--- src/rtl/i2c_cond_pkg.sv ---
package i2c_cond_pkg;

    typedef enum logic [2:0] {
        CS_IDLE     = 3'd0,
        CS_ST_SETUP = 3'd1,
        CS_ST_HOLD  = 3'd2,
        CS_OWNED    = 3'd3,
        CS_SP_SETUP = 3'd4
    } cond_state_e;

    function automatic int max_of4(input int a, input int b, input int c, input int d);
        int m;
        m = a;
        if (b > m) m = b;
        if (c > m) m = c;
        if (d > m) m = d;
        return m;
    endfunction

endpackage

--- src/rtl/cond_req_decode.sv ---
module cond_req_decode (
    input  logic stat_wr,
    input  logic wr_master,
    input  logic wr_xmit,
    input  logic wr_busy,
    input  logic if_en,
    input  logic bus_busy,
    output logic start_req,
    output logic stop_req
);

    logic ctl_pair;

    always_comb begin
        ctl_pair  = stat_wr & wr_master & wr_xmit;
        start_req = ctl_pair &  wr_busy & ~bus_busy;
        stop_req  = ctl_pair & ~wr_busy &  if_en;
    end

endmodule

--- src/rtl/cond_time_sel.sv ---
module cond_time_sel #(
    parameter int STD_START_SHORT  = 20,
    parameter int STD_START_LONG   = 52,
    parameter int FAST_START_SHORT = 10,
    parameter int FAST_START_LONG  = 26,
    parameter int STD_STOP_SHORT   = 22,
    parameter int STD_STOP_LONG    = 54,
    parameter int FAST_STOP_SHORT  = 12,
    parameter int FAST_STOP_LONG   = 28,
    parameter int CNT_W            = 6
) (
    input  logic             is_stop,
    input  logic             fast_mode,
    input  logic             long_sel,
    output logic [CNT_W-1:0] period
);

    localparam int N_ENT = 8;
    localparam int TBL [N_ENT] = '{
        STD_START_SHORT, STD_START_LONG, FAST_START_SHORT, FAST_START_LONG,
        STD_STOP_SHORT,  STD_STOP_LONG,  FAST_STOP_SHORT,  FAST_STOP_LONG
    };

    logic [2:0]       idx;
    logic [CNT_W-1:0] ent [N_ENT];

    for (genvar g = 0; g < N_ENT; g++) begin : g_ent
        assign ent[g] = CNT_W'(TBL[g]);
    end

    always_comb begin
        idx    = {is_stop, fast_mode, long_sel};
        period = ent[idx];
    end

endmodule

--- src/rtl/cond_sequencer.sv ---
module cond_sequencer
    import i2c_cond_pkg::*;
#(
    parameter int CNT_W = 6
) (
    input  logic             clk,
    input  logic             rst_n,
    input  logic             start_req,
    input  logic             stop_req,
    input  logic [CNT_W-1:0] len_in,
    output logic             scl_drv,
    output logic             sda_drv,
    output logic             done,
    output logic             bit_clr
);

    typedef struct packed {
        cond_state_e      st;
        logic [CNT_W-1:0] cnt;
        logic [CNT_W-1:0] per;
        logic             done;
        logic             clr;
    } seq_t;

    seq_t seq_q, seq_d;
    logic cnt_zero;

    always_comb begin
        seq_d      = seq_q;
        seq_d.done = 1'b0;
        seq_d.clr  = 1'b0;
        cnt_zero   = (seq_q.cnt == '0);
        unique case (seq_q.st)
            CS_IDLE: begin
                if (start_req) begin
                    seq_d.st  = CS_ST_SETUP;
                    seq_d.cnt = len_in - 1'b1;
                    seq_d.per = len_in;
                end else if (stop_req) begin
                    seq_d.st  = CS_SP_SETUP;
                    seq_d.cnt = len_in - 1'b1;
                    seq_d.per = len_in;
                end
            end
            CS_OWNED: begin
                if (stop_req) begin
                    seq_d.st  = CS_SP_SETUP;
                    seq_d.cnt = len_in - 1'b1;
                    seq_d.per = len_in;
                end
            end
            CS_ST_SETUP: begin
                if (cnt_zero) begin
                    seq_d.st  = CS_ST_HOLD;
                    seq_d.cnt = seq_q.per - 1'b1;
                end else begin
                    seq_d.cnt = seq_q.cnt - 1'b1;
                end
            end
            CS_ST_HOLD: begin
                if (cnt_zero) begin
                    seq_d.st   = CS_OWNED;
                    seq_d.done = 1'b1;
                    seq_d.clr  = 1'b1;
                end else begin
                    seq_d.cnt = seq_q.cnt - 1'b1;
                end
            end
            CS_SP_SETUP: begin
                if (cnt_zero) begin
                    seq_d.st   = CS_IDLE;
                    seq_d.done = 1'b1;
                end else begin
                    seq_d.cnt = seq_q.cnt - 1'b1;
                end
            end
            default: seq_d.st = CS_IDLE;
        endcase
    end

    always_ff @(posedge clk or negedge rst_n) begin
        if (!rst_n) begin
            seq_q <= '{st: CS_IDLE, default: '0};
        end else begin
            seq_q <= seq_d;
        end
    end

    always_comb begin
        scl_drv = (seq_q.st == CS_OWNED);
        sda_drv = (seq_q.st == CS_ST_HOLD) || (seq_q.st == CS_OWNED)
               || (seq_q.st == CS_SP_SETUP);
        done    = seq_q.done;
        bit_clr = seq_q.clr;
    end


    start_accept_chk: assert property (@(posedge clk) disable iff (!rst_n)
        (seq_q.st == CS_IDLE && start_req) |=> (seq_q.st == CS_ST_SETUP));


    count_run_chk: assert property (@(posedge clk) disable iff (!rst_n)
        ((seq_q.st == CS_ST_SETUP || seq_q.st == CS_ST_HOLD || seq_q.st == CS_SP_SETUP)
         && seq_q.cnt != '0)
        |=> (seq_q.st == $past(seq_q.st) && seq_q.cnt == $past(seq_q.cnt) - 1'b1));


    owned_hold_chk: assert property (@(posedge clk) disable iff (!rst_n)
        (seq_q.st == CS_OWNED && !stop_req) |=> (seq_q.st == CS_OWNED));

endmodule

--- src/rtl/i2c_cond_gen.sv ---
module i2c_cond_gen
    import i2c_cond_pkg::*;
#(
    parameter int STD_START_SHORT  = 20,
    parameter int STD_START_LONG   = 52,
    parameter int FAST_START_SHORT = 10,
    parameter int FAST_START_LONG  = 26,
    parameter int STD_STOP_SHORT   = 22,
    parameter int STD_STOP_LONG    = 54,
    parameter int FAST_STOP_SHORT  = 12,
    parameter int FAST_STOP_LONG   = 28
) (
    input  logic clk,
    input  logic rst_n,
    input  logic stat_wr,
    input  logic wr_master,
    input  logic wr_xmit,
    input  logic wr_busy,
    input  logic if_en,
    input  logic fast_mode,
    input  logic long_sel,
    input  logic bus_busy,
    output logic scl_drv,
    output logic sda_drv,
    output logic cond_done,
    output logic bit_clr
);

    localparam int MAX_START = max_of4(STD_START_SHORT, STD_START_LONG,
                                       FAST_START_SHORT, FAST_START_LONG);
    localparam int MAX_STOP  = max_of4(STD_STOP_SHORT, STD_STOP_LONG,
                                       FAST_STOP_SHORT, FAST_STOP_LONG);
    localparam int MAX_LEN   = (MAX_START > MAX_STOP) ? MAX_START : MAX_STOP;
    localparam int CNT_W     = $clog2(MAX_LEN + 1);

    logic             start_req;
    logic             stop_req;
    logic [CNT_W-1:0] len_sel;

    cond_req_decode dec_i (
        .stat_wr   (stat_wr),
        .wr_master (wr_master),
        .wr_xmit   (wr_xmit),
        .wr_busy   (wr_busy),
        .if_en     (if_en),
        .bus_busy  (bus_busy),
        .start_req (start_req),
        .stop_req  (stop_req)
    );

    cond_time_sel #(
        .STD_START_SHORT  (STD_START_SHORT),
        .STD_START_LONG   (STD_START_LONG),
        .FAST_START_SHORT (FAST_START_SHORT),
        .FAST_START_LONG  (FAST_START_LONG),
        .STD_STOP_SHORT   (STD_STOP_SHORT),
        .STD_STOP_LONG    (STD_STOP_LONG),
        .FAST_STOP_SHORT  (FAST_STOP_SHORT),
        .FAST_STOP_LONG   (FAST_STOP_LONG),
        .CNT_W            (CNT_W)
    ) tsel_i (
        .is_stop   (stop_req),
        .fast_mode (fast_mode),
        .long_sel  (long_sel),
        .period    (len_sel)
    );

    cond_sequencer #(
        .CNT_W (CNT_W)
    ) seq_i (
        .clk       (clk),
        .rst_n     (rst_n),
        .start_req (start_req),
        .stop_req  (stop_req),
        .len_in    (len_sel),
        .scl_drv   (scl_drv),
        .sda_drv   (sda_drv),
        .done      (cond_done),
        .bit_clr   (bit_clr)
    );


    scl_order_chk: assert property (@(posedge clk) disable iff (!rst_n)
        scl_drv |-> sda_drv);


    done_pulse_chk: assert property (@(posedge clk) disable iff (!rst_n)
        cond_done |=> !cond_done);


    clr_with_done_chk: assert property (@(posedge clk) disable iff (!rst_n)
        bit_clr |-> cond_done);


    sda_release_chk: assert property (@(posedge clk) disable iff (!rst_n)
        $fell(sda_drv) |-> (cond_done && !scl_drv && !bit_clr));


    start_end_chk: assert property (@(posedge clk) disable iff (!rst_n)
        $rose(scl_drv) |-> (bit_clr && sda_drv));

endmodule

--- config.mk ---
export PLATFORM = sky130hd
export DESIGN_NAME = i2c_cond_gen
export DESIGN_NICKNAME = d
export VERILOG_FILES = /design/src/rtl/i2c_cond_pkg.sv /design/src/rtl/cond_req_decode.sv /design/src/rtl/cond_time_sel.sv /design/src/rtl/cond_sequencer.sv /design/src/rtl/i2c_cond_gen.sv
export SDC_FILE = /design/constraint.sdc
export NUM_CORES = 1
export LEC_CHECK = 0
export BUFFER_PORTS_ARGS = -buffer_cell sky130_fd_sc_hd__buf_2
export CORE_UTILIZATION = 25
export DETAILED_ROUTE_END_ITERATION = 10
export HOLD_SLACK_MARGIN = 0.15
export SYNTH_ARGS = -nofsm -noshare
export SYNTH_HDL_FRONTEND = slang
export SYNTH_SLANG_ARGS = --single-unit
--- constraint.sdc ---
create_clock -name clk -period 4.9 [get_ports clk]
set_input_delay 0.245 -clock clk [delete_from_list [all_inputs] [get_ports clk]]
set_output_delay 0.245 -clock clk [all_outputs]
set_load 0.05 [all_outputs]
# [After elaboration in Yosys (flattened, before gate mapping)]
# Memories as Yosys holds them, arrays and structs flattened.
# Cells that the tools add are included.
[word_totals] out_inout_bits=4 rom_bits=48 word_cells=52 memories=1 reg_bits=17 inputBits=10
[mem_list] name="(name not given)" words=8 width=6 read_ports=1 rd_ports_with_merged_regs=0 write_ports=0 line="cond_time_sel.sv:33" rtl="period = ent[idx];"
[classes] muxes=16 reduce_logical=9 n_eq_ne=8 bitwise_logic=9 magnitude_cmp=1 addsub=3
[ops] operator="$mux 15" n=2
[ops] operator="$mux 6" n=4
[ops] operator="$pmux 6 s4" n=1
[ops] operator="$sub 6x1->6 const B" n=3
[ops] operator="$pmux 3 s5" n=1
[ops] operator="$pmux 6 s2" n=1
[ops] operator="$mux 3" n=3
[ops] operator="$and 1x1->1" n=6
[ops] operator="$eq 3x2->1 const B" n=2
[ops] operator="$logic_not 6->1" n=1
[ops] operator="$ne 2x1->1 const B" n=3
[ops] operator="$ge 4x4->1 const B" n=1
[ops] operator="$not 3->4" n=1
[ops] operator="$reduce_bool 4->1" n=1
[ops] operator="$eq 3x1->1 const B" n=1
[ops] operator="$eq 3x3->1 const B" n=1
[ops] operator="$logic_not 3->1" n=1
[ops] operator="$reduce_and 3->1" n=1
[ops] operator="$logic_or 1x1->1" n=2
[ops] operator="$mux 1" n=2
[ops] operator="$mux 2" n=1
[ops] operator="$ne 2x2->1 const B" n=1
[ops] operator="$not 1->1" n=2
[ops] operator="$pmux 1 s2" n=1
[ops] operator="other kinds (3)" n=3

# [Depth between registers and ports, before layout]
# Gate-level depths: netlist of run 1.
[logic_depth] depth_word=12 ltp_mapped=9 depth_no_buf=8

# [By module]
# Synthesis of run 1 repeated with hierarchy kept, for this count alone.
[unflattened] cells_unflattened=187 area_unflattened_um2=1572.8
[modules_own_cells] module="cond_sequencer" area_per_inst_um2=1480.2 instances=1 cells_per_inst=175 seq_area_each_um2=425.4
[modules_own_cells] module="cond_time_sel" area_per_inst_um2=57.6 instances=1 cells_per_inst=9 seq_area_each_um2=0.0
[modules_own_cells] module="cond_req_decode" area_per_inst_um2=35.0 instances=1 cells_per_inst=3 seq_area_each_um2=0.0

# [Worst setup path before layout of run 1]
# Ideal clock, no wire load.
[synth_timing] path_type="register -> register" startpoint="register seq_i.seq_q[14] in the netlist's numbering" endpoint="register seq_i.seq_q[8] in the netlist's numbering" setup_slack_ps=2912 n_path_buf=1 period_less_slack_ps=1988 setup_time_ps=121 arrival_time_ps=1867 required_ps=4779 path_stages_with_launch=7 cell_sequence="dfrtp_1 > clkbuf_1 > nand2_1 > nor2_1 > a221o_1 > a31oi_1 > o22a_1"
[synth_between] word_cells_on_any_way=10 cone_classes="eq/ne: 5; mux: 1; reduce/logical: 4"
[synth_lines] item="start, declared" line="cond_sequencer.sv:25" rtl="seq_t seq_q, seq_d;"
[synth_lines] item="start signal, assigned" line="cond_sequencer.sv:85" rtl="seq_q <= seq_d;"
[synth_lines] item="$eq 3x2->1 (*)"
[synth_lines] item="via scl_drv" line="i2c_cond_gen.sv:23" rtl="output logic scl_drv,"
[synth_lines] item="$reduce_bool 4->1 (no source line)"
[synth_lines] item="$reduce_and 2->1 (no source line)"
# Mark *: on every way through the listed nets, which the timed path passes. The rest lies on a longest branch.
# A chain may end at the register's enable or synchronous reset.

# [Worst setup path in the final report of run 1]
[layout_timing] startpoint="register seq_i.seq_q[14] in the netlist's numbering" endpoint="output port scl_drv"
[layout_between] elab_chain_len=1
[layout_lines] item="$eq 3x2->1" line="cond_sequencer.sv:90" rtl="scl_drv = (seq_q.st == CS_OWNED);"
[layout_lines] item="end, declared" line="i2c_cond_gen.sv:23"
# Every way passes these cells.

==> summary.md, run 1 <==
| Metric | Value |
|---|---|
| Core area | `roughly 5500 um2` |
| Leak pwr | `approximately 0.00065 uW` |
| Placed Area | `between 1500 and 2000 um2` |
| Setup TNS | `0 ns` |
| Hold/Removal Path Class | `in2reg` |
| Max cap viols | `0` |
| Clk slew on worst S/H paths | `roughly 0.080 ns` |
| Top_reg_cell synth | `dfrtp_1` |
| Area grow syn2layout | `10.7%` |
| Syn Area/Cell | `8.00 um2` |
| Max Fclk | `between 400 and 500 MHz` |
| Main combinational cell family by area after synthesis | `compound AO/OA/AOI/OAI gates` |
| Slew Viols, Final | `0` |
| Clock sink count | `17` |
| Synth cell types | `around 50` |
| Crit path largest cell delay | `0.86 ns` |
| Startpoint Class | `flop` |
| Slew HR | `between 40% and 50%` |
| R2r endpoint | `seq_i.seq_q[13]$_DFFE_PN0P_` |
| Met2 wire length | `1550 um` |
| #FFs+latches synth | `17` |
| Non-filler cells, final | `258` |
| Unrepaired setup endpoints after global routing | `false` |
| Seq/Total Area, Yosys | `29.7%` |
| Routed WL | `roughly 3800 um` |
| Die area | `roughly 6000 um2` |
| Clk root buf | `clkbuf_8` |
| Vias in the first global route | `1279` |
| Crit share post-route | `approximately half` |
| EDFF count, synth | `0` |
| Synth Cell Area | `approximately 1400 um2` |
| Crit path DAT | `2.11 ns` |
| Post-synthesis net count | `194` |
| Pin count of the biggest net entering global routing | `28` |
| Setup bufs post-CTS | `0` |
| Async SR Flop Fraction | `100%` |
| Final Hold Fails | `0` |
| R2R Path Start | `seq_i.seq_q[10]$_DFFE_PN0P_` |
| Routed vias | `1395` |
| Area fraction of the dominant cell type after synthesis | `between 20% and 30%` |
| Initial cell density of the core | `26.0%` |
| Placed wire-length estimate | `approximately 2700 um` |
| Synth top cells by count | `20 x nor2_1, 17 x dfrtp_1, 11 x nand2_1` |
| Ant. Diodes | `0` |
| Via density | `between 5 and 6` |
| Mux share of post-synthesis cell area | `under 10%` |
| DIE HEIGHT | `between 70 and 80 um` |
| First-pass GRT wire length | `about 6500 um` |
| Largest cells by area after synthesis | `dfrtp_1 30%, nor2_1 5.2%, ha_1 4.4%, nand2b_1 3.9%, a21oi_1 3.5%` |
| CP delay by family, top | `flip-flops` |
| Final Util | `between 20% and 30%` |
| Pwr/cell area | `a little over 600 nW/um2` |
| Critical Path End Type | `output pin` |
| Share of cells above drive strength 1 | `between 10% and 20%` |
| Critical path type | `reg2out` |
| Inst Count DP | `between 200 and 300` |
| CP required | `4.66 ns` |
| All-Layer GR Usage | `13.7%` |
| R2R depth | `5` |
| Clk Latency, worst-skew pair | `0.26 ns` |
| H-tree depth | `1` |
| Post-CTS Hold Buffers | `1` |
| Complex-gate fraction of the synthesized area | `between 20% and 30%` |
| Wire per inst | `14.6 um` |
| Clock buffer depth | `2` |
| Slowest CP cell | `dfrtp_1` |
| Hold Path Depth | `2` |
| Critical path, cell by cell | `nand2_1, nor2_1, buf_2` |
| Most common cell in the netlist | `nor2_1` |
| Final ANT Viol Nets | `0` |
| Worst hold start | `fast_mode` |
| Post-Synth XOR/XNOR Area | `between 3 and 4%` |
| Biggest area consumer among synthesized cells | `dfrtp_1` |
| DRC | `0` |
| IO Count | `14` |
| Initial DRC count | `206` |
| TritonCTS clock tree | `yes` |
| Maximum vdd drop | `0.181 mV` |
| Reg2Reg Setup Slack | `2.64 ns` |
| Synth warnings | `0` |
| Die Wd | `about 78 um` |
| Nets | `between 200 and 250` |
| DRT met1 WL | `approximately 1800 um` |
| Crit path time final | `between 2 and 2.5 ns` |
| Worst Max-Slew Pin Slew | `between 0.7 and 0.8 ns` |
| CP Max Fanout | `27` |
| Top Layer Used | `met4` |
| Initial antenna violation count | `0` |
| Status | `finished, final reports clean` |
| Buf+Inv Stages, Crit Path | `1` |
| Total gr overflow | `0` |
| Final count of negative-setup-slack endpoints | `0` |
| Simple-gate area share of the yosys netlist | `about a quarter` |
| RePlAce Congestion | `0.855` |
| I/O Buffers | `13` |
| Gate Count Post-Synth | `179` |
| TritonCTS Buffers | `3` |
| Drt first pass iters | `4` |
| CTS-repair resized insts | `0` |
| Total power draw | `around 970 uW` |
| Worst hold endpoint | `seq_i.seq_q[5]$_DFFE_PN0P_` |
| Cell row count | `27` |
| Final instance area | `1580 um2` |
| Met3 Routed Length | `292 um` |
| Post-Synth Adder-Cell Area | `between 4 and 5%` |
| Clock skew | `0.00882 ns` |
report_power, final:
part / internal [uW] / switching, uW
Sequential: 200 / 124
Clock: 57.8 / 51.5
Combinational: 233 / 300
how the worst max path moves through the flow:
stage / startpoint / end / slack (ns) / depth (start not counted)
floorplan: seq_i.seq_q[14]$_DFFE_PN0P_ / seq_i.seq_q[8]$_DFFE_PN0P_ / 2.91 / 6
global route: seq_i.seq_q[14]$_DFFE_PN0P_ / scl_drv / 2.38 / 3
finish: seq_i.seq_q[14]$_DFFE_PN0P_ / scl_drv / 2.54 / 3
global placement: seq_i.seq_q[10]$_DFFE_PN0P_ / seq_i.seq_q[13]$_DFFE_PN0P_ / 2.75 / 5
detailed placement: seq_i.seq_q[10]$_DFFE_PN0P_ / seq_i.seq_q[13]$_DFFE_PN0P_ / 2.70 / 5
CTS: seq_i.seq_q[14]$_DFFE_PN0P_ / scl_drv / 2.57 / 3
logic make-up (layout without fill, tap and decap cells):
group	Yosys count	after routing
flops	17	17
compound gates	59	59
fa+ha+maj	5	5
xor+xnor	5	5
mux	5	5
simple gates	67	67
buf+inv	21	28
final cells by class:
| cell class | count | area [um2] |
|---|---|---|
| clock buffers | 4 | 45.0 |
| repair buffers | 14 | 75.1 |
| fillers | 592 | 3920 |
| inverters | 10 | 37.5 |
| multi-input cells | 141 | 911 |
| well taps | 72 | 90.1 |
| flip-flops and latches | 17 | 425 |
through the flow:
step	hold WS (ns)	setup WS, ns
3_3_place_gp	0.210	2.75
4_1_cts	0.342	2.57
6_report	0.353	2.54
3_5_place_dp	0.208	2.70
5_1_grt	0.349	2.38
2_1_floorplan	-0.0506	2.91
layer usage:
metal  up-vias  track usage [%]
met2        58             19.8
met3         9             2.47
met5         -                0
met1       651             19.8
li1        677                -
met4         0             5.66
state kept, by name (all words and copies together) (netlist names):
signal,count
seq_i.seq_q,15
seq_i.bit_clr,1
seq_i.done,1
placed cells by master (no fill, tap or decap), types with 2 or more instances in the layout:
cell,instances
inv_1,9
a31oi_1,3
nor3_1,7
o21ai_0,9
ha_1,5
mux2i_1,2
nor2_1,20
o22ai_1,4
a21o_1,2
mux2_2,3
a21oi_1,10
a211o_1,2
or2_2,2
xor2_1,3
dfrtp_1,17
nand2_1,11
nor3_2,2
nand3_1,4
buf_2,13
a41oi_1,3
xnor2_1,2
nor2b_1,2
o221ai_1,3
o31ai_1,6
a211oi_1,3
or3_1,4
nand2b_1,9
clkbuf_8,3
(Power assumes the default switching activity.)
==> run 2, diff against run 1 <==
- clock period: 4.9 -> 2.3 ns (I/O delays scaled with it)
==> summary.md, run 2 (same netlist as run 1, synthesis figures left out) <==
| Metric | Value |
|---|---|
| Status | `finished, final reports clean` |
| CP delay by family, top | `compound AO/OA/AOI/OAI gates` |
| Initial antenna violation count | `0 (unchanged)` |
| Crit share post-route | `between 90% and 100%` |
| Pre-CTS setup slack | `0.162 ns (-2.54 ns)` |
| Maximum vdd drop | `0.383 mV (+110%)` |
| Drt first pass iters | `4 (unchanged)` |
| Slew Viols, Final | `0 (unchanged)` |
| Most flop-heavy register | `seq_i.seq_q` |
| Total gr overflow | `0 (unchanged)` |
| RePlAce Congestion | `0.845 (-1.1%)` |
| Clock buffer depth | `2 (unchanged)` |
| Wire per inst | `14.4 um (-1.1%)` |
| Pin count of the biggest net entering global routing | `18 (-36%)` |
| I/O Buffers | `13 (unchanged)` |
| Number of flip-flops under the largest register name | `15 (unchanged)` |
| H-tree depth | `1 (unchanged)` |
| Area grow syn2layout | `14.3%` |
| Buf+Inv Stages, Crit Path | `1 (unchanged)` |
| Leak pwr | `0.000688 uW (+5.4%)` |
| DRC | `0 (unchanged)` |
| IO Count | `14 (unchanged)` |
| Routed vias | `1422 (+1.9%)` |
| Clk Latency, worst-skew pair | `0.25 ns (about the same)` |
| Critical path type | `reg2reg` |
| Final count of negative-setup-slack endpoints | `0 (unchanged)` |
| All-Layer GR Usage | `13.7% (-0.043 points)` |
| Setup bufs post-CTS | `0 (unchanged)` |
| Pwr/cell area | `1300 nW/um2 (+110%)` |
| Cell row count | `27 (unchanged)` |
| Final Hold Fails | `0 (unchanged)` |
| Most common cell after layout, fill and taps aside | `nor2_1` |
| Hold/Removal Path Class | `in2reg` |
| Crit path largest cell delay | `0.59 ns (-0.27 ns)` |
| TritonCTS Buffers | `3 (unchanged)` |
| Die area | `6030 um2 (unchanged)` |
| Nets | `209 (+3.5%)` |
| Placed wire-length estimate | `2860 um (+4.3%)` |
| Critical path, cell by cell | `inv_1, ha_1, nand2b_1, o21ai_0, a22oi_1, a41oi_1` |
| Final ANT Viol Nets | `0 (unchanged)` |
| Max Fclk | `476 MHz` |
| Crit path time final | `between 2 and 2.5 ns` |
| Crit path DAT | `2.19 ns (+0.08 ns)` |
| Share of cells above drive strength 1 | `17.6% (+3.6 points)` |
| Max cap viols | `0 (unchanged)` |
| Setup TNS | `0 ns (unchanged)` |
| Startpoint Class | `flop` |
| Worst Max-Slew Pin Slew | `0.725 ns (-0.0600 ns)` |
| Initial cell density of the core | `26.0% (unchanged)` |
| Clk root buf | `clkbuf_8` |
| DIE HEIGHT | `77.7 um (unchanged)` |
| TritonCTS clock tree | `yes` |
| CP Max Fanout | `7 (-74%)` |
| Clock skew | `0.00187 ns (-0.00695 ns)` |
| Via density | `5.37 (-0.76%)` |
| Routed WL | `3820 um (+1.6%)` |
| Slowest CP cell | `a22oi_1` |
| Core area | `5510 um2 (unchanged)` |
| Clock sink count | `17 (unchanged)` |
| Unrepaired setup endpoints after global routing | `false` |
| CP required | `2.39 ns (-2.27 ns)` |
| Vias in the first global route | `1298 (+1.5%)` |
| Critical Path End Type | `flop` |
| Worst setup margin | `0.197 ns (-2.34 ns)` |
| First-pass GRT wire length | `6540 um (+0.54%)` |
| Ant. Diodes | `0 (unchanged)` |
| Slew HR | `51.7% (+4.0 points)` |
| Die Wd | `77.7 um (unchanged)` |
| Initial DRC count | `161 (-22%)` |
| Commonest cells after routing, fill and taps aside | `20 x nor2_1, 17 x dfrtp_1, 13 x buf_2` |
| Clk slew on worst S/H paths | `0.07 ns (about the same)` |
run 2: routing by layer:
layer	part of all wire (%)	GRT usage [%]
met1	48	20.5
met2	43	19.4
met3	7.8	2.71
met4	1.2	3.96
met5	0	0
run 2: worst reg2reg max path, cell delays in order (launching register included):
cell and delay (ns):
dfrtp_1 0.46, inv_1 0.12, ha_1 0.22, nand2b_1 0.17
o21ai_0 0.17, a22oi_1 0.59, a41oi_1 0.20
run 2: repair_timing:
item                                    CTS  global route
gates resized for setup                   0             1
endpoints found under the setup margin    0             2
hold buffers                              1             0
endpoints found under the hold margin    17             0
run 2: layout make-up:
type / instances / area [um2]
Inverter: 10 / 37.5
Sequential cell: 17 / 425
Clock buffer: 4 / 45.0
Multi-Input combinational cell: 141 / 911
Tap cell: 72 / 90.1
Timing Repair Buffer: 21 / 128
Fill cell: 572 / 3870
run 2: final timing paths:
path	start	slack, ns	end	depth (start not counted)
max in group asynchronous	rst_n	1.68	seq_i.seq_q[7]$_DFFE_PN0P_	2
worst max-delay path	seq_i.seq_q[8]$_DFFE_PN0P_	0.20	seq_i.seq_q[9]$_DFFE_PN0P_	6
min in group asynchronous	rst_n	0.32	seq_i.done$_DFF_PN0_	2
worst max register to register	seq_i.seq_q[8]$_DFFE_PN0P_	0.20	seq_i.seq_q[9]$_DFFE_PN0P_	6
worst min register to register	seq_i.seq_q[2]$_DFFE_PN0P_	0.56	seq_i.seq_q[2]$_DFFE_PN0P_	2
worst min-delay path	fast_mode	0.21	seq_i.seq_q[5]$_DFFE_PN0P_	2
run 2: power breakdown:
group          internal, uW  total, uW  switching (uW)
Sequential              428        600             172
Clock                   123        231             108
Combinational           555       1300             748
run 2: stage by stage:
step	power (uW)	hold slack, ns	instances	util (%)	area [um2]
final	2130	0.206	265	29.7	1640
after global routing	2320	0.221	265	29.7	1640
after CTS	2130	0.207	265	29.7	1640
after detailed placement	1880	0.0713	260	28.7	1580
after global placement	1890	0.0710	260	28.7	1580
after floorplan	1570	-0.181	179	-	1430
==> run 3, diff against run 2 <==
- BUFFER_PORTS_ARGS: -buffer_cell sky130_fd_sc_hd__buf_2 -> default
- CAP_MARGIN: default -> 20
- DONT_BUFFER_PORTS: default -> 1
==> summary.md, run 3 (same netlist as run 1, synthesis figures left out) <==
| Metric | Value |
|---|---|
| Status | `finished, final reports clean` |
| Slowest CP cell | `dfrtp_1` |
| Vias in the first global route | `1344 (+3.5%)` |
| Die Wd | `77.7 um (unchanged)` |
| Share of cells above drive strength 1 | `12.1% (-5.5 points)` |
| Initial DRC count | `90 (-44%)` |
| Most common cell after layout, fill and taps aside | `nor2_1` |
| Clk slew on worst S/H paths | `0.08 ns (about the same)` |
| Clk root buf | `clkbuf_8` |
| Routed WL | `3900 um (+2.1%)` |
| Hold/Removal Path Class | `in2reg` |
| Max cap viols | `0 (unchanged)` |
| Inst Count DP | `248 (-4.6%)` |
| Pwr/cell area | `1350 nW/um2 (+3.8%)` |
| Pin count of the biggest net entering global routing | `18 (unchanged)` |
| Met3 Routed Length | `221 um (-26%)` |
| Slew Viols, Final | `0 (unchanged)` |
| Met2 wire length | `1650 um (-0.18%)` |
| Pre-CTS setup slack | `0.132 ns (-0.0302 ns)` |
| Final instance area | `1590 um2 (-2.9%)` |
| TritonCTS Buffers | `3 (unchanged)` |
| Final Hold Fails | `0 (unchanged)` |
| Worst setup margin | `0.135 ns (-0.0624 ns)` |
| DRT met1 WL | `1910 um (+4.8%)` |
| Setup bufs post-CTS | `0 (unchanged)` |
| I/O Buffers | `0 (-13)` |
| Worst Max-Slew Pin Slew | `0.852 ns (+0.127 ns)` |
| Crit share post-route | `94.1% (+2.7 points)` |
| Unrepaired setup endpoints after global routing | `false` |
| CP delay by family, top | `compound AO/OA/AOI/OAI gates` |
| DRC | `0 (unchanged)` |
| Via density | `5.43 (+1.2%)` |
| Placed Area | `1520 um2 (-3.6%)` |
| Top Layer Used | `met4` |
| CP required | `2.45 ns (+0.06 ns)` |
| Final count of negative-setup-slack endpoints | `0 (unchanged)` |
| H-tree depth | `1 (unchanged)` |
| Drt first pass iters | `4 (unchanged)` |
| Wire per inst | `15.3 um (+6.5%)` |
| Crit path DAT | `2.32 ns (+0.13 ns)` |
| Core area | `5510 um2 (unchanged)` |
| Non-filler cells, final | `254 (-4.2%)` |
| Clock sink count | `17 (unchanged)` |
| Die area | `6030 um2 (unchanged)` |
| Cell repeated most along the worst path | `o31ai_1` |
| Total gr overflow | `0 (unchanged)` |
| Routed vias | `1379 (-3.0%)` |
| Crit path largest cell delay | `0.46 ns (-0.13 ns)` |
| Nets | `198 (-5.3%)` |
| Clk Latency, worst-skew pair | `0.26 ns (about the same)` |
| Filler cell count | `602 (+5.2%)` |
| Critical path type | `reg2reg` |
| Leak pwr | `0.000641 uW (-6.9%)` |
| Initial antenna violation count | `0 (unchanged)` |
| Critical path, cell by cell | `inv_1, ha_1, nand2b_1, or2_2, o31ai_1, o31ai_1, a211o_1` |
| Initial cell density of the core | `26.0% (unchanged)` |
| Setup TNS | `0 ns (unchanged)` |
| All-Layer GR Usage | `13.9% (+0.23 points)` |
| Number of flip-flops under the largest register name | `15 (unchanged)` |
| Commonest cells after routing, fill and taps aside | `20 x nor2_1, 17 x dfrtp_1, 11 x nand2_1` |
| Placed wire-length estimate | `2860 um (about the same)` |
| Startpoint Class | `flop` |
| Ant. Diodes | `0 (unchanged)` |
| IO Count | `14 (unchanged)` |
| TritonCTS clock tree | `yes` |
| Critical Path End Type | `flop` |
| Crit path time final | `2.16 ns (+0.0624 ns)` |
| DIE HEIGHT | `77.7 um (unchanged)` |
| Final ANT Viol Nets | `0 (unchanged)` |
| CP Max Fanout | `16 (+9)` |
| Slew HR | `43.0% (-8.7 points)` |
| Maximum vdd drop | `0.388 mV (+1.3%)` |
| Area grow syn2layout | `11.0%` |
| Clock skew | `0.00308 ns (+0.00120 ns)` |
| Most flop-heavy register | `seq_i.seq_q` |
| Final hold slack | `0.170 ns (-0.0357 ns)` |
| RePlAce Congestion | `0.927 (+9.7%)` |
| First-pass GRT wire length | `6580 um (+0.52%)` |
| Max Fclk | `462 MHz (-2.9%)` |
| Cell row count | `27 (unchanged)` |
| Clock buffer depth | `2 (unchanged)` |
| Buf+Inv Stages, Crit Path | `1 (unchanged)` |
-- run 3: cell count changes in the layout (fill, tap and decap cells not counted), sizes merged --
cell	before	now
buf	20	8
dlygate4sd3	1	2
-- run 3: repair_timing --
item | CTS | global route
endpoints found under the setup margin | 0 | 2
hold endpoints to repair | 21 | 0
gates resized for setup | 0 | 1
hold buffers | 2 | 0
-- run 3: metrics by stage --
stage | util [%] | total power [uW]
floorplan | - | 1570
global placement | 27.7 | 1870
detailed placement | 27.7 | 1870
CTS | 28.9 | 2130
global route | 28.9 | 2320
finish | 28.9 | 2150
-- run 3: final timing paths --
path	startpoint	end	slack, ns	cells past startpoint
worst max-delay path	seq_i.seq_q[8]$_DFFE_PN0P_	seq_i.seq_q[13]$_DFFE_PN0P_	0.14	7
worst min-delay path	fast_mode	seq_i.seq_q[11]$_DFFE_PN0P_	0.17	3
worst max register to register	seq_i.seq_q[8]$_DFFE_PN0P_	seq_i.seq_q[13]$_DFFE_PN0P_	0.14	7
worst min register to register	seq_i.seq_q[16]$_DFFE_PN0P_	seq_i.seq_q[15]$_DFFE_PN0P_	0.51	1
max in group asynchronous	rst_n	seq_i.seq_q[8]$_DFFE_PN0P_	1.38	1
min in group asynchronous	rst_n	seq_i.bit_clr$_DFF_PN0_	0.40	1
-- run 3: worst reg2reg max path, cell delays in order (launching register included) --
cell      delay [ns]
dfrtp_1         0.46
inv_1           0.15
ha_1            0.20
nand2b_1        0.14
or2_2           0.45
o31ai_1         0.30
o31ai_1         0.10
a211o_1         0.26
-- run 3: cell type report --
| class | count | area, um2 | share of cell area (%) |
|---|---|---|---|
| Inverter | 10 | 37.5 | 2.36 |
| Timing Repair Buffer | 10 | 80.1 | 5.04 |
| Sequential cell | 17 | 425 | 26.8 |
| Clock buffer | 4 | 45.0 | 2.83 |
| Tap cell | 72 | 90.1 | 5.67 |
| Multi-Input combinational cell | 141 | 911 | 57.3 |
-- run 3: report_power, final --
| part | internal, uW | switching [uW] |
|---|---|---|
| clock network | 124 | 125 |
| logic | 544 | 740 |
| registers | 428 | 191 |
| total | 1090 | 1060 |
-- run 3: routing by layer --
layer	track usage, %	up-vias
li1	-	669
met1	19.1	646
met2	20.9	52
met3	2.82	12
met4	6.04	0
met5	0	-
